**src/rtl/alu_pkg.sv**
```systemverilog
package alu_pkg;

    localparam int OPW = 5;

    typedef enum logic [OPW-1:0] {
        OP_NOP, OP_LDR, OP_STWR, OP_LDWI, OP_SWAP, OP_INC, OP_INCSZ,
        OP_ADD, OP_SUB, OP_DEC, OP_DECSZ, OP_AND, OP_ANDI, OP_IOR,
        OP_IORI, OP_XOR, OP_XORI, OP_COM, OP_RRC, OP_RLC, OP_CLRW,
        OP_CLRR, OP_BCLR, OP_BSET, OP_BTSC, OP_BTSS
    } alu_op_e;

    // status register bit positions used when the result targets it
    localparam int FLAG_C_POS  = 0;
    localparam int FLAG_HC_POS = 1;
    localparam int FLAG_Z_POS  = 2;

    typedef enum logic [1:0] {
        DST_NONE, DST_SEL, DST_W, DST_R
    } dst_mode_e;

endpackage

```
**src/rtl/alu_arith.sv**
```systemverilog
module alu_arith
    import alu_pkg::*;
#(
    parameter int DW = 8
) (
    input  alu_op_e         op,
    input  logic [DW-1:0]   w_val,
    input  logic [DW-1:0]   r_val,
    output logic [DW-1:0]   sum,
    output logic            carry,
    output logic            half_carry
);
    localparam int HW = DW / 2;

    logic [DW-1:0] addend;
    logic          cin;
    logic [DW:0]   full;
    logic [HW:0]   low;

    always_comb begin
        addend = '0;
        cin    = 1'b0;
        case (op)
            OP_ADD:              begin addend = w_val;  cin = 1'b0; end
            OP_SUB:              begin addend = ~w_val; cin = 1'b1; end
            OP_INC, OP_INCSZ:    begin addend = '0;     cin = 1'b1; end
            OP_DEC, OP_DECSZ:    begin addend = '1;     cin = 1'b0; end
            default:             begin addend = '0;     cin = 1'b0; end
        endcase
        full = {1'b0, r_val} + {1'b0, addend} + {{DW{1'b0}}, cin};
        low  = {1'b0, r_val[HW-1:0]} + {1'b0, addend[HW-1:0]} + {{HW{1'b0}}, cin};
        sum        = full[DW-1:0];
        carry      = full[DW];
        half_carry = low[HW];
    end
endmodule

```
**src/rtl/alu_logic.sv**
```systemverilog
module alu_logic
    import alu_pkg::*;
#(
    parameter int DW = 8,
    localparam int BW = $clog2(DW)
) (
    input  alu_op_e         op,
    input  logic [DW-1:0]   w_val,
    input  logic [DW-1:0]   r_val,
    input  logic [DW-1:0]   imm_val,
    input  logic [BW-1:0]   bit_idx,
    input  logic            c_prev,
    output logic [DW-1:0]   result,
    output logic            c_next,
    output logic            sel_bit
);
    localparam int HW = DW / 2;

    logic [DW-1:0] bit_mask;

    always_comb begin
        bit_mask = '0;
        bit_mask[bit_idx] = 1'b1;
        sel_bit = r_val[bit_idx];
        c_next  = c_prev;
        result  = r_val;
        case (op)
            OP_LDR:  result = r_val;
            OP_STWR: result = w_val;
            OP_LDWI: result = imm_val;
            OP_SWAP: result = {r_val[HW-1:0], r_val[DW-1:HW]};
            OP_AND:  result = r_val & w_val;
            OP_ANDI: result = imm_val & w_val;
            OP_IOR:  result = r_val | w_val;
            OP_IORI: result = imm_val | w_val;
            OP_XOR:  result = r_val ^ w_val;
            OP_XORI: result = imm_val ^ w_val;
            OP_COM:  result = ~r_val;
            OP_RRC: begin
                result = {c_prev, r_val[DW-1:1]};
                c_next = r_val[0];
            end
            OP_RLC: begin
                result = {r_val[DW-2:0], c_prev};
                c_next = r_val[DW-1];
            end
            OP_CLRW, OP_CLRR: result = '0;
            OP_BSET: result = r_val | bit_mask;
            OP_BCLR: result = r_val & ~bit_mask;
            default: result = r_val;
        endcase
    end
endmodule

```
**src/rtl/alu_flag_merge.sv**
```systemverilog
module alu_flag_merge
    import alu_pkg::*;
#(
    parameter int DW = 8
) (
    input  logic [DW-1:0] res_raw,
    input  logic          to_reg,
    input  logic          is_status,
    input  logic          c_upd,
    input  logic          hc_upd,
    input  logic          z_upd,
    input  logic          c_val,
    input  logic          hc_val,
    input  logic          z_val,
    output logic [DW-1:0] res_final
);
    always_comb begin
        res_final = res_raw;
        if (to_reg && is_status) begin
            if (c_upd)  res_final[FLAG_C_POS]  = c_val;
            if (hc_upd) res_final[FLAG_HC_POS] = hc_val;
            if (z_upd)  res_final[FLAG_Z_POS]  = z_val;
        end
    end
endmodule

```
**src/rtl/alu_flag_unit.sv**
```systemverilog
module alu_flag_unit
    import alu_pkg::*;
#(
    parameter int DW = 8,
    localparam int BW = $clog2(DW)
) (
    input  logic             clk,
    input  logic             rst_n,
    input  logic             issue,
    input  logic [OPW-1:0]   op_code,
    input  logic [DW-1:0]    w_in,
    input  logic [DW-1:0]    r_in,
    input  logic [DW-1:0]    imm_in,
    input  logic             dest,
    input  logic [BW-1:0]    bit_sel,
    input  logic             c_in,
    input  logic             r_is_status,
    output logic [DW-1:0]    res,
    output logic             w_we,
    output logic             r_we,
    output logic             c_we,
    output logic             hc_we,
    output logic             z_we,
    output logic             c_out,
    output logic             hc_out,
    output logic             z_out,
    output logic             skip
);
    typedef struct packed {
        logic [DW-1:0] res;
        logic          w_we;
        logic          r_we;
        logic          c_we;
        logic          hc_we;
        logic          z_we;
        logic          c;
        logic          hc;
        logic          z;
        logic          skip;
    } out_t;

    alu_op_e op;
    assign op = alu_op_e'(op_code);

    logic [DW-1:0] ar_sum;
    logic          ar_c, ar_hc;
    logic [DW-1:0] lg_res;
    logic          lg_c, lg_bit;
    logic [DW-1:0] merged;

    logic          use_arith;
    logic [DW-1:0] raw_res;
    dst_mode_e     dmode;
    logic          upd_c, upd_hc, upd_z;
    logic          to_w, to_r;
    logic          c_new, z_new;

    out_t state_d, state_q;

    alu_arith #(.DW(DW)) u_arith (
        .op(op), .w_val(w_in), .r_val(r_in),
        .sum(ar_sum), .carry(ar_c), .half_carry(ar_hc)
    );

    alu_logic #(.DW(DW)) u_logic (
        .op(op), .w_val(w_in), .r_val(r_in), .imm_val(imm_in),
        .bit_idx(bit_sel), .c_prev(c_in),
        .result(lg_res), .c_next(lg_c), .sel_bit(lg_bit)
    );

    alu_flag_merge #(.DW(DW)) u_merge (
        .res_raw(raw_res), .to_reg(to_r), .is_status(r_is_status),
        .c_upd(upd_c), .hc_upd(upd_hc), .z_upd(upd_z),
        .c_val(c_new), .hc_val(ar_hc), .z_val(z_new),
        .res_final(merged)
    );

    // decode: destination mode and flag update set
    always_comb begin
        dmode     = DST_NONE;
        upd_c     = 1'b0;
        upd_hc    = 1'b0;
        upd_z     = 1'b0;
        use_arith = 1'b0;
        case (op)
            OP_ADD, OP_SUB: begin
                dmode = DST_SEL; use_arith = 1'b1;
                upd_c = 1'b1; upd_hc = 1'b1; upd_z = 1'b1;
            end
            OP_INC, OP_DEC: begin
                dmode = DST_SEL; use_arith = 1'b1; upd_z = 1'b1;
            end
            OP_INCSZ, OP_DECSZ: begin
                dmode = DST_SEL; use_arith = 1'b1;
            end
            OP_LDR, OP_AND, OP_IOR, OP_XOR, OP_COM: begin
                dmode = DST_SEL; upd_z = 1'b1;
            end
            OP_SWAP:               dmode = DST_SEL;
            OP_RRC, OP_RLC: begin
                dmode = DST_SEL; upd_c = 1'b1;
            end
            OP_ANDI, OP_IORI, OP_XORI, OP_CLRW: begin
                dmode = DST_W; upd_z = 1'b1;
            end
            OP_LDWI:               dmode = DST_W;
            OP_CLRR: begin
                dmode = DST_R; upd_z = 1'b1;
            end
            OP_STWR, OP_BSET, OP_BCLR: dmode = DST_R;
            default:               dmode = DST_NONE;
        endcase
    end

    always_comb begin
        raw_res = use_arith ? ar_sum : lg_res;
        z_new   = (raw_res == '0);
        c_new   = use_arith ? ar_c : lg_c;
        to_w    = (dmode == DST_W) || (dmode == DST_SEL && !dest);
        to_r    = (dmode == DST_R) || (dmode == DST_SEL && dest);
    end

    always_comb begin
        state_d = '0;
        if (issue) begin
            state_d.res   = merged;
            state_d.w_we  = to_w;
            state_d.r_we  = to_r;
            state_d.c_we  = upd_c;
            state_d.hc_we = upd_hc;
            state_d.z_we  = upd_z;
            state_d.c     = c_new;
            state_d.hc    = ar_hc;
            state_d.z     = z_new;
            case (op)
                OP_INCSZ, OP_DECSZ: state_d.skip = z_new;
                OP_BTSC:            state_d.skip = !lg_bit;
                OP_BTSS:            state_d.skip = lg_bit;
                default:            state_d.skip = 1'b0;
            endcase
        end
    end

    always_ff @(posedge clk) begin
        if (!rst_n) state_q <= '0;
        else        state_q <= state_d;
    end

    assign res    = state_q.res;
    assign w_we   = state_q.w_we;
    assign r_we   = state_q.r_we;
    assign c_we   = state_q.c_we;
    assign hc_we  = state_q.hc_we;
    assign z_we   = state_q.z_we;
    assign c_out  = state_q.c;
    assign hc_out = state_q.hc;
    assign z_out  = state_q.z;
    assign skip   = state_q.skip;
endmodule

```
**config.mk**
```make
export PLATFORM = sky130hd
export DESIGN_NAME = alu_flag_unit
export DESIGN_NICKNAME = d
export VERILOG_FILES = /design/src/rtl/alu_pkg.sv /design/src/rtl/alu_arith.sv /design/src/rtl/alu_logic.sv /design/src/rtl/alu_flag_merge.sv /design/src/rtl/alu_flag_unit.sv
export SDC_FILE = /design/constraint.sdc
export NUM_CORES = 1
export LEC_CHECK = 0
export ABC_AREA = 1
export BUFFER_PORTS_ARGS = -buffer_cell sky130_fd_sc_hd__buf_2
export CORE_MARGIN = 4
export CORE_UTILIZATION = 60
export CTS_BUF_LIST = sky130_fd_sc_hd__clkbuf_4 sky130_fd_sc_hd__clkbuf_8 sky130_fd_sc_hd__clkbuf_16
export DETAILED_ROUTE_END_ITERATION = 10
export PLACE_DENSITY = 0.85
export REMOVE_ABC_BUFFERS = 1
export SYNTH_ARGS = -nofsm -noshare
export SYNTH_HDL_FRONTEND = slang
export SYNTH_SLANG_ARGS = --single-unit
```
**constraint.sdc**
```tcl
create_clock -name clk -period 7.1 [get_ports clk]
set_input_delay 0.355 -clock clk [delete_from_list [all_inputs] [get_ports clk]]
set_output_delay 0.355 -clock clk [all_outputs]
set_load 0.02 [all_outputs]
```
=== After elaboration in Yosys (flattened, before gate mapping) ===
Index checks and enable logic that the tools add are counted.

* Multipliers: 0
* Add/sub/neg operators: 4
* Bitwise logic cells: 11
* $lt $le $gt $ge: 2
* Muxes and demuxes: 20
* Reduce and logical (&&, ||, !) cells: 21
* Divide/modulo/power cells: 0
* Equality and inequality tests: 28
* Shifts and indexed selects: 0

{| class="wikitable"
|+ Operator list
! cell !! count
|-
| 8-bit case mux with 15 select lines || 1
|-
| 5-bit == test (second input constant) || 10
|-
| 5-bit by 4-bit == test with 1-bit output (second input constant) || 8
|-
| 14-bit OR reduction || 2
|-
| 8-bit AND || 3
|-
| 8-bit NOT || 3
|-
| 8-bit bitwise OR || 3
|-
| 8-bit case mux with 3 select lines || 1
|-
| 5-bit by 3-bit == test with 1-bit output (second input constant) || 4
|-
| 8-bit XOR || 2
|-
| 1-bit two-way mux || 11
|-
| 5-bit by 2-bit == test with 1-bit output (second input constant) || 2
|-
| 8-bit by 8-bit adder with 9-bit output || 1
|-
| 9-bit by 1-bit adder with 9-bit output || 1
|-
| 8-bit logical NOT || 1
|-
| 8-bit two-way mux || 1
|-
| 2-bit OR reduction || 4
|-
| 4-bit OR reduction || 2
|-
| 2-bit case mux with 3 select lines || 1
|-
| 6-bit OR reduction || 1
|-
| 4-bit by 4-bit adder with 5-bit output || 1
|-
| 5-bit by 1-bit adder with 5-bit output || 1
|-
| 5-bit by 1-bit == test with 1-bit output (second input constant) || 1
|-
| 5-bit OR reduction || 1
|-
| 14 further kinds || 20
|}

* ROM bits: 0
* Latch bits: 0
* Logic and storage cells: 96
* Output and inout bits: 17
* Memories kept: 0
* Bits in writable memories: 0
* Bits in registers: 17
* Input port bits: 38

=== Logic depth before layout (Yosys ltp) ===
Gate-level depths: netlist of run 1.

* Word-level depth: 11
* Depth in mapped cells: 21
* Gate-level depth less buffers: 20

=== Cells and area by module ===
Synthesis of run 1 repeated with hierarchy kept, for this count alone.

* Cells, all modules: 681
* Area, all modules: 3,453.3 um2

{| class="wikitable"
|+ Modules (own cells, without submodules)
! module !! instances !! seq. area each (um2) !! area an instance (um2) !! cells each
|-
| alu_logic || 1 || 0.0 || 1,729.2 || 386
|-
| alu_flag_unit || 1 || 340.3 || 993.5 || 161
|-
| alu_arith || 1 || 0.0 || 604.3 || 106
|-
| alu_flag_merge || 1 || 0.0 || 126.4 || 28
|}

=== Least setup slack after synthesis of run 1 ===
No wires, ideal clock.

* Path kind: input-to-reg
* Start point: in op_code[1]
* End point: reg state_q, in the netlist skip
* Arrival: 2.912 ns
* Setup slack: 4.122 ns
* Stages: 20
* Required time: 7.034 ns
* Buffers on the path: 1
* Setup time: 0.066 ns
* Cell sequence: buf_4 -> nand2_1 -> nor2_4 -> nand2_1 -> inv_1 -> a21oi_1 -> o21ai_0 -> fa_1 -> fa_1 -> nand3_1 -> nand3_1 -> inv_1 -> nor2_1 -> nor2_1 -> nor2_1 -> a21oi_2 -> nand2_1 -> nor2_1 -> nand3_1 -> a21oi_2

* Word-level cells in the longest chain between the ends: 8
* Elaborated cells between the ends (all ways): 38
* Classes of those cells: add/sub (2); eq/ne (24); mux (6); reduce/logical (6)

{| class="wikitable"
|+ Ends and longest elaborated chain
! what !! line !! source
|-
| start: declaration || alu_flag_unit.sv:10 || <nowiki>input logic [OPW-1:0] op_code,</nowiki>
|-
| 5-bit by 4-bit == test with 1-bit output (on tied branches) || alu_arith.sv:23, alu_flag_unit.sv:85, alu_flag_unit.sv:135 ||
|-
| 2-bit OR reduction || alu_arith.sv:23 || <nowiki>case (op)</nowiki>
|-
| 8-bit case mux with 3 select lines || alu_arith.sv:23 ||
|-
| 8-bit by 8-bit adder with 9-bit output || alu_arith.sv:30 || <nowiki>full = {1'b0, r_val} + {1'b0, addend} + {{DW{1'b0}}, cin};</nowiki>
|-
| 9-bit by 1-bit adder with 9-bit output || alu_arith.sv:30 ||
|-
| 8-bit two-way mux || alu_flag_unit.sv:116 || <nowiki>raw_res = use_arith ? ar_sum : lg_res;</nowiki>
|-
| 8-bit logical NOT || alu_flag_unit.sv:117 || <nowiki>z_new = (raw_res == '0);</nowiki>
|-
| 1-bit case mux with 3 select lines (*) || alu_flag_unit.sv:135 || <nowiki>case (op)</nowiki>
|-
| end signal: assignment || alu_flag_unit.sv:146 || <nowiki>else state_q <= state_d;</nowiki>
|-
| end: declaration || alu_flag_unit.sv:58 || <nowiki>out_t state_d, state_q;</nowiki>
|}

Mark *: on every way between the ends. The rest lies on a longest branch, timed or not.
A chain may end at the register's enable or synchronous reset.

=== Worst setup path in the final report of run 1 ===
* Start point: in op_code[4]
* End point: reg state_q, in the netlist z_out

* Word-level cells in the longest chain between the ends: 7
* Elaborated cells between the ends (all ways): 34
* Classes of those cells: add/sub (2); eq/ne (22); mux (5); reduce/logical (5)

{| class="wikitable"
|+ Ends and longest elaborated chain
! what !! line
|-
| 5-bit by 4-bit == test with 1-bit output || alu_arith.sv:23, alu_flag_unit.sv:85
|-
| 2-bit OR reduction || alu_arith.sv:23
|-
| 8-bit case mux with 3 select lines || alu_arith.sv:23
|-
| 8-bit by 8-bit adder with 9-bit output || alu_arith.sv:30
|-
| 9-bit by 1-bit adder with 9-bit output || alu_arith.sv:30
|-
| 8-bit two-way mux (*) || alu_flag_unit.sv:116
|-
| 8-bit logical NOT (*) || alu_flag_unit.sv:117
|}

Marks and branches as above.

==> results of run 1 <==
-- cell usage in the layout (no fill, tap or decap), drive strengths merged, types with 2 or more instances in the layout --
cell type  netlist  routed
or2              2       2
o211ai           3       3
clkbuf           7       3
nor2           105     105
a21oi           37      37
nand4           18      18
a221oi           2       2
clkinv           1       2
xor2             2       2
nand2          194     194
nor3             5       5
o21ai           29      29
ha               7       7
fa               2       2
dfxtp           17      17
nand3           70      70
buf             11      54
inv             76      76
-- cells by family after synthesis --
group,count (synthesis),share of synthesized area [%]
buffers and inverters,95,12.98
flip-flops,17,10.76
adder cells (fa/ha/maj),9,4.036
XOR/XNOR,2,0.5541
AND/OR/NAND/NOR,397,58.09
AO/OA/AOI/OAI,74,13.57
-- sequential cells by signal, summed over array words and instances (netlist names) --
signal and cells:
c_out 1, c_we 1, hc_out 1, hc_we 1
r_we 1, res 8, skip 1, w_we 1
z_out 1, z_we 1
-- critical path, delay by kind of cell --
| family | cells | cell delay (ns) |
|---|---|---|
| compound gates | 2 | 0.27 |
| fa+ha+maj | 2 | 0.84 |
| buf+inv | 3 | 0.64 |
| simple gates | 11 | 1.52 |
-- final timing paths --
check             startpoint  endpoint  slack, ns
hold / removal          dest      w_we       0.37
setup / recovery  op_code[4]     z_out       3.67
-- per-stage QoR --
| stage | hold slack [ns] | instances | area [µm²] | utilization [%] | setup WS (ns) |
|---|---|---|---|---|---|
| after floorplan | 0.5337 | 576 | 3048 | - | 4.265 |
| after global placement | 0.6439 | 700 | 3406 | 66.68 | 3.603 |
| after detailed placement | 0.6458 | 700 | 3406 | 66.68 | 3.477 |
| after CTS | 0.3695 | 704 | 3452 | 67.59 | 3.715 |
| after global routing | 0.3906 | 704 | 3452 | 67.59 | 3.402 |
| final | 0.3717 | 704 | 3452 | 67.59 | 3.670 |
-- layer usage --
metal	part of all wire, %	GRT usage (%)
met5	0	0
met4	4.4	15.54
met3	13	7.511
met2	45	58.69
met1	38	46.23
-- power breakdown --
group	total, W	switching [W]	internal [W]
clock	0.0000775	0.0000384	0.0000391
sequential	0.000102	0.00000122	0.000101
combinational	0.000193	0.000133	0.0000598
total	0.000373	0.000173	0.000200
-- cell type report --
class                   instances  area (µm²)  area share (%)
clock inverters                 1       5.005          0.1450
multi-input cells             482        2411           69.84
well taps                      70       87.58           2.537
flip-flops and latches         17       340.3           9.859
inverters                      77       296.5           8.590
repair buffers                 54       270.3           7.829
clock buffers                   3       41.29           1.196
==> results.cfg, run 1 <==
[status]
status = finished clean

[synth]
yosys.area.top_type = nand2_1
ys_ff_latch = 17
yosys_warnings = 0
yosysSeqAreaShare_pct = 10.76
ys_async_sr_fraction_pct = 0
syn_avg_cell_area_um2 = 5.323
yosysTopAreaCellShare_pct = 21.49
synth_cells = 594
synth-edff-count = 0
yosys.cell_types.count = 37
synth.most_common_cell = nand2_1
ys.flop_type = dfxtp_1
synthTopCellsByArea = nand2_1 21%, nor2_1 11%, dfxtp_1 11%, nand3_1 10%, inv_1 8.0%
syn_area_um2 = 3162
synth.top_cells.by_count = 181 x nand2_1, 93 x nor2_1, 67 x inv_1

[sta]
tightest_slew_ns = 0.9460
finalCritPeriodShare_pct = 48.31
setup_viol = 0
fmax_mhz = 291.6
min_period_ns = 3.430
maxSlewHeadroom_pct = 36.70
setup-tns-final_ns = 0
rsz0062_at_grt = false
drv_slew = 0
hold_viol = 0

[grt]
grt_pass1_wl_mm = 18.28
grt_usage_pct = 36.26
grt_max_degree = 18
grt_remaining_overflow = 0
grt_antenna_before_repair = 0
grt_pass1_vias = 3769

[pwr]
ir_drop_mv = 0.1031
powerDensity_nw_per_um2 = 108.0
leakage_nw = 1.939
finalPower_w = 0.0003727

[clocking]
cts_tree = built
cts.sinks = 17
cts.clk_slew.worst_paths_ns = 0.07
cts_setup_buffers = 0
ctsHoldBuffers = 0
clockBufferDepth = 2
htree_levels = 1
cts-resized-gates = 0
cts_made_buffers = 3
cts-root-buf = clkbuf_8

[critical_path]
cp.arrival_ns = 3.62
crit_path_top_delay_cell = fa_1
crit_path_max_fanout = 17
crit_type = input port to flop
path_cells = buf_2 -> inv_2 -> nand3_1 -> a21oi_1 -> or2_2 -> fa_1 -> fa_1 -> nand3_1 -> nand3_1 -> inv_1 -> nor2_1 -> nor2_1 -> nor2_1 -> a21oi_2 -> nand2_1 -> nor2_1 -> nand2_1 -> nor2_1
cpPeakStageDelay_ns = 0.43
critPathMostFrequentCell = nor2_1
crit_required_ns = 7.29
cp-end-kind = flop
crit_path_start_kind = input port

[routing]
ant_nets = 0
avgViaCountPerCell = 5.923
dr.pass1.iters = 9
wl_per_cell_um = 16.19
drc_errors = 0
routed_wirelength_mm = 11.40
drt_iter0_drc = 507
via_count = 4170

[final_layout]
area_growth_pct = 9.181
diodes = 0
fill_cells = 527
layout.nets = 682
drive_above_1_share_pct = 17.19

[floorplanning]
start_util_pct = 61.91
dieArea_um2 = 6495
die_width_um = 80.59
io_pins = 55
core_region_area_um2 = 5107
row_count = 26
die_height_um = 80.59

[placement]
dp_hpwl_mm = 8.815
finalWeightedCongestion = 1.034
portBuffers = 54

[run]
drv.max_cap_violation_count = 0

[min_path]
holdPathStages = 4
hold_path_class = input port to flop
No activity file was read; power rests on OpenSTA's default activity.
==> run 2, diff against run 1 <==
- ABC_AREA: 1 -> 0
- CORE_UTILIZATION: 60 -> 52
- PLACE_DENSITY: 0.85 -> 0.78
- clock period: 7.1 -> 3 ns (I/O delays scaled with it)
==> run 2 against run 1 <==
Effect of this change: sequential power is 130% higher; clock power is 120% higher; sequential cell count stayed put; non-clock buffer count is 59 higher; first-iteration DRC count is 27% higher; setup slack worse by 3.6 ns; wire length is 12% higher; design area is 9.0% higher; clock-buffer cell count is 1 higher; cell count is 16% lower; critical path type unchanged; largest cell class unchanged.
==> results.cfg, run 2 <==
[critical_path]
crit_path_max_fanout = 5
cp.arrival_ns = 3.08
crit_required_ns = 3.19
cp_num_buf_inv = 5
crit_type = input port to flop
crit_path_start_kind = input port
critical_path_depth = 18
path_delay_family = adder cells
critPathMostFrequentCell = buf_4
cp-end-kind = flop
path_cells = buf_2 -> nand2b_4 -> buf_4 -> a21oi_1 -> nor2_1 -> a211oi_2 -> fa_2 -> fa_2 -> a21o_1 -> a21oi_2 -> buf_4 -> o21ai_2 -> xnor2_2 -> a32oi_2 -> nor4b_4 -> nand4_1 -> buf_4 -> inv_1
crit_path_top_delay_cell = fa_2
cpPeakStageDelay_ns = 0.42

[clocking]
clockBufferDepth = 2
cts.clk_slew.worst_paths_ns = 0.06
cts.sinks = 17
htree_levels = 1
cts-root-buf = clkbuf_8
cts_tree = built
cts_made_buffers = 3

[synth]
ys_async_sr_fraction_pct = 0
synth-edff-count = 0
yosysTopAreaCellShare_pct = 11.36
synth_cells = 433
yosys.area.top_type = dfxtp_1
ys_ff_latch = 17
synth.top_cells.by_count = 48 x nor2_1, 38 x nand2_1, 35 x a21oi_1
synthTopCellsByArea = dfxtp_1 11%, nor2_1 6.0%, a21oi_1 5.8%, nand2_1 4.8%, o21ai_0 4.5%
yosys.cell_types.count = 78
syn_avg_cell_area_um2 = 6.918
ys.flop_type = dfxtp_1
syn_area_um2 = 2995
synth.most_common_cell = nor2_1
yosys_warnings = 0
yosysSeqAreaShare_pct = 11.36

[routing]
dr.pass1.iters = 5
via_count = 4071
drt_iter0_drc = 642
routed_wirelength_mm = 12.81
drc_errors = 0
avgViaCountPerCell = 6.912
ant_nets = 0
wl_per_cell_um = 21.75

[grt]
grt_pass1_wl_mm = 19.80
grt_antenna_before_repair = 0
grt_remaining_overflow = 0
grt_pass1_vias = 3698
grt_usage_pct = 34.71
grt_max_degree = 40

[final_layout]
largest_register_ffs = 8
drive_above_1_share_pct = 28.82
layout_commonest_cell = buf_4
multi_input_area_um2 = 2521
fill_cells = 494
final_cell_mix = 59 x buf_4, 52 x buf_2, 47 x nor2_1
regArea_um2 = 340.3
area_growth_pct = 25.65
utilization_pct = 67.93
diodes = 0
layout.nets = 565

[sta]
tightest_slew_ns = 0.7580
finalCritPeriodShare_pct = 96.13
timing.final.ws_setup_ns = 0.1161
min_period_ns = 2.884
setup-tns-final_ns = 0
fin_hold_ws_ns = 0.2531
fmax_mhz = 346.8
setup_viol = 0
drv_slew = 0
maxSlewHeadroom_pct = 48.82
hold_viol = 0

[pwr]
leakage_nw = 1.638
ir_drop_mv = 0.2967
powerDensity_nw_per_um2 = 257.8

[floorplanning]
die_width_um = 83.90
dieArea_um2 = 7038
start_util_pct = 54.07
row_count = 27
core_region_area_um2 = 5540
io_pins = 55
die_height_um = 83.90

[placement]
portBuffers = 54
dp_hpwl_mm = 9.657
finalWeightedCongestion = 1.039
dp_slack_ns = -0.2171

[run]
drv.max_cap_violation_count = 0

[min_path]
holdPathStages = 3
hold_path_class = input port to flop

[status]
status = finished clean
-- run 2: area by class of cell --
class / count / share of cell area, %
multi-input cells: 372 / 66.99
repair buffers: 113 / 19.18
flip-flops and latches: 17 / 9.043
well taps: 72 / 2.394
clock buffers: 4 / 1.297
inverters: 11 / 1.097
-- run 2: what timing repair did --
item / CTS / global route
resized for setup: 0 / 21
setup endpoints to repair: 0 / 5
hold buffers: 0 / 0
setup buffers: 0 / 3
-- run 2: cells by family after synthesis --
group                      share of synthesized area [%]
AOI/OAI and AO/OA                                  37.26
and+or+nand+nor                                    33.17
xor gates and xnor gates                           2.924
buffers and inverters                              6.892
DFF                                                11.36
muxes                                              4.135
adders and majority gates                          4.261
-- run 2: per-stage QoR --
step / instance area [µm²] / std cells / power [W]
2_1_floorplan: 2830 / 400 / 0.0005006
3_3_place_gp: 3611 / 582 / 0.0007485
3_5_place_dp: 3611 / 582 / 0.0007543
4_1_cts: 3660 / 586 / 0.0009267
5_1_grt: 3764 / 589 / 0.001020
6_report: 3764 / 589 / 0.0009704
-- run 2: layer usage --
| metal | vias to the layer above | part of all wire (%) | wire length (µm) | track usage, % |
|---|---|---|---|---|
| li1 | 1812 | - | - | - |
| met1 | 1852 | 39 | 4965 | 46.66 |
| met2 | 349 | 42 | 5440 | 51.77 |
| met3 | 58 | 14 | 1743 | 7.996 |
| met4 | 0 | 5.2 | 663 | 16.96 |
| met5 | - | 0 | 0 | 0 |
-- run 2: final timing paths --
kind,from,slack (ns),to
max,op_code[2],0.12,z_out
min,r_is_status,0.25,res[2]
-- run 2: power by group --
part	leakage (nW)	switching, W	internal (W)
Combinational	1.47	0.000334	0.000224
Clock	0.0262	0.0000700	0.000103
Sequential	0.139	0.00000227	0.000237
==> run 3, diff against run 2 <==
- SETUP_SLACK_MARGIN: not set -> 0.4
==> run 3 against run 2 <==
Effect of this change: non-clock buffer count up 3; design area up 3.4%; power up 2.9%; wire length up 2.4%; critical path type unchanged; via count up 1.6%; cell count up 0.51%; highest routed layer unchanged; setup slack better by 0.16 ns; critical path depth up 1; clock power up 2%.
==> results.cfg, run 3 (synthesis results as in run 2) <==
[status]
status = finished clean

[final_layout]
utilization_pct = 70.21
design_area_um2 = 3890
drive_above_1_share_pct = 31.15
final_cell_mix = 56 x buf_4, 50 x buf_2, 46 x nor2_1
area_growth_pct = 29.87
layout.nets = 568
layout_commonest_cell = buf_4
largest_register_ffs = 8
diodes = 0
fill_cells = 488
finalNonFillerCells = 592

[critical_path]
cpPeakStageDelay_ns = 0.37
crit_path_start_kind = input port
crit_path_max_fanout = 6
critPathMostFrequentCell = buf_4
cp-end-kind = flop
crit_path_top_delay_cell = fa_2
crit_type = input port to flop
crit_required_ns = 3.13
path_cells = buf_8 -> nand2b_4 -> buf_4 -> a21oi_1 -> nor2_1 -> a211oi_2 -> buf_4 -> buf_4 -> fa_2 -> a21o_1 -> a21oi_2 -> buf_6 -> o21ai_4 -> buf_4 -> a21o_1 -> a211o_1 -> o21ai_2 -> mux2_4 -> nor2_1
cp.arrival_ns = 2.85

[grt]
grt_antenna_before_repair = 0
grt_usage_pct = 35.09
grt_remaining_overflow = 0
grt_max_degree = 40
grt_pass1_vias = 3756
grt_pass1_wl_mm = 20.02

[sta]
maxSlewHeadroom_pct = 51.72
hold_viol = 0
setup_viol = 0
tightest_slew_ns = 0.7152
fmax_mhz = 367.1
rsz0062_at_grt = true
finalCritPeriodShare_pct = 90.79
setup-tns-final_ns = 0
drv_slew = 0
min_period_ns = 2.724

[pwr]
intPower_w = 0.0005776
leakage_nw = 1.689
clockPowerShare_pct = 17.7
powerDensity_nw_per_um2 = 256.8
netSwitchingPower_w = 0.0004213
switching_share_pct = 42.18
ir_drop_mv = 0.3018
power_frac_seq_pct = 23.9
comb_power_share_pct = 58.4

[clocking]
cts.clk_slew.worst_paths_ns = 0.06
cts_tree = built
htree_levels = 1
cts_made_buffers = 3
clockBufferDepth = 2
cts.sinks = 17
cts-root-buf = clkbuf_8

[placement]
dp_hpwl_mm = 9.657
portBuffers = 54
finalWeightedCongestion = 1.039
dpl_cell_area_um2 = 3611
dp_cells = 582

[routing]
avgViaCountPerCell = 6.985
wl_per_cell_um = 22.16
via_count = 4135
ant_nets = 0
drc_errors = 0
drt_iter0_drc = 681
routed_wirelength_mm = 13.12
dr.pass1.iters = 7

[floorplanning]
io_pins = 55
die_height_um = 83.90
dieArea_um2 = 7038
core_region_area_um2 = 5540
die_width_um = 83.90
row_count = 27
start_util_pct = 54.07

[min_path]
hold_path_class = input port to flop

[run]
drv.max_cap_violation_count = 0
-- run 3: cell type report --
type | instances | area (µm²) | share of cell area, %
multi-input cells | 372 | 2582 | 66.39
repair buffers | 116 | 787.0 | 20.23
flip-flops and latches | 17 | 340.3 | 8.749
well taps | 72 | 90.09 | 2.316
clock buffers | 4 | 48.80 | 1.254
inverters | 11 | 41.29 | 1.061
-- run 3: per-layer routing --
layer	track usage, %	vias to the layer above	routed length (µm)
met5	0	-	0
met4	17.84	0	654
met3	8.292	71	1770
met2	52.78	370	5627
met1	46.39	1875	5067
li1	-	1819	-
-- run 3: power groups by stage --
stage	combinational [W]	clock [W]	sequential (W)
after floorplan	0.000242	0	0.000259
after global placement	0.000505	0	0.000244
after detailed placement	0.000510	0	0.000244
after CTS	0.000531	0.000175	0.000239
after global routing	0.000616	0.000192	0.000240
final	0.000583	0.000177	0.000239
-- run 3: worst paths after layout --
path / from / endpoint / slack (ns) / cells after the start
max: op_code[2] / res[0] / 0.28 / 19
min: r_is_status / res[2] / 0.24 / 3
-- run 3: repair_timing --
| item | CTS | global route |
|---|---|---|
| hold buffers | 0 | 0 |
| pin swaps | 16 | 20 |
| endpoints found under the setup margin | 8 | 7 |
| hold endpoints to repair | 0 | 0 |
| buffers inserted | 3 | 3 |
| gates resized for setup | 26 | 24 |
-- run 3: worst max-delay path: cells and delay by family --
family	cells	cell delay [ns]
AO/OA/AOI/OAI	8	1.01
multiplexers	1	0.17
adder cells (fa/ha/maj)	1	0.37
buffers and inverters	6	0.79
AND/OR/NAND/NOR	3	0.36
-- run 3: metrics by stage --
stage / hold WS [ns] / setup slack, ns / total power (W)
finish: 0.2392 / 0.2762 / 0.0009989
global route: 0.2383 / 0.1425 / 0.001047
CTS: 0.2501 / 0.2699 / 0.0009453
detailed placement: 0.4996 / -0.2171 / 0.0007543
global placement: 0.4871 / -0.09173 / 0.0007485
floorplan: 0.2720 / -0.2385 / 0.0005006
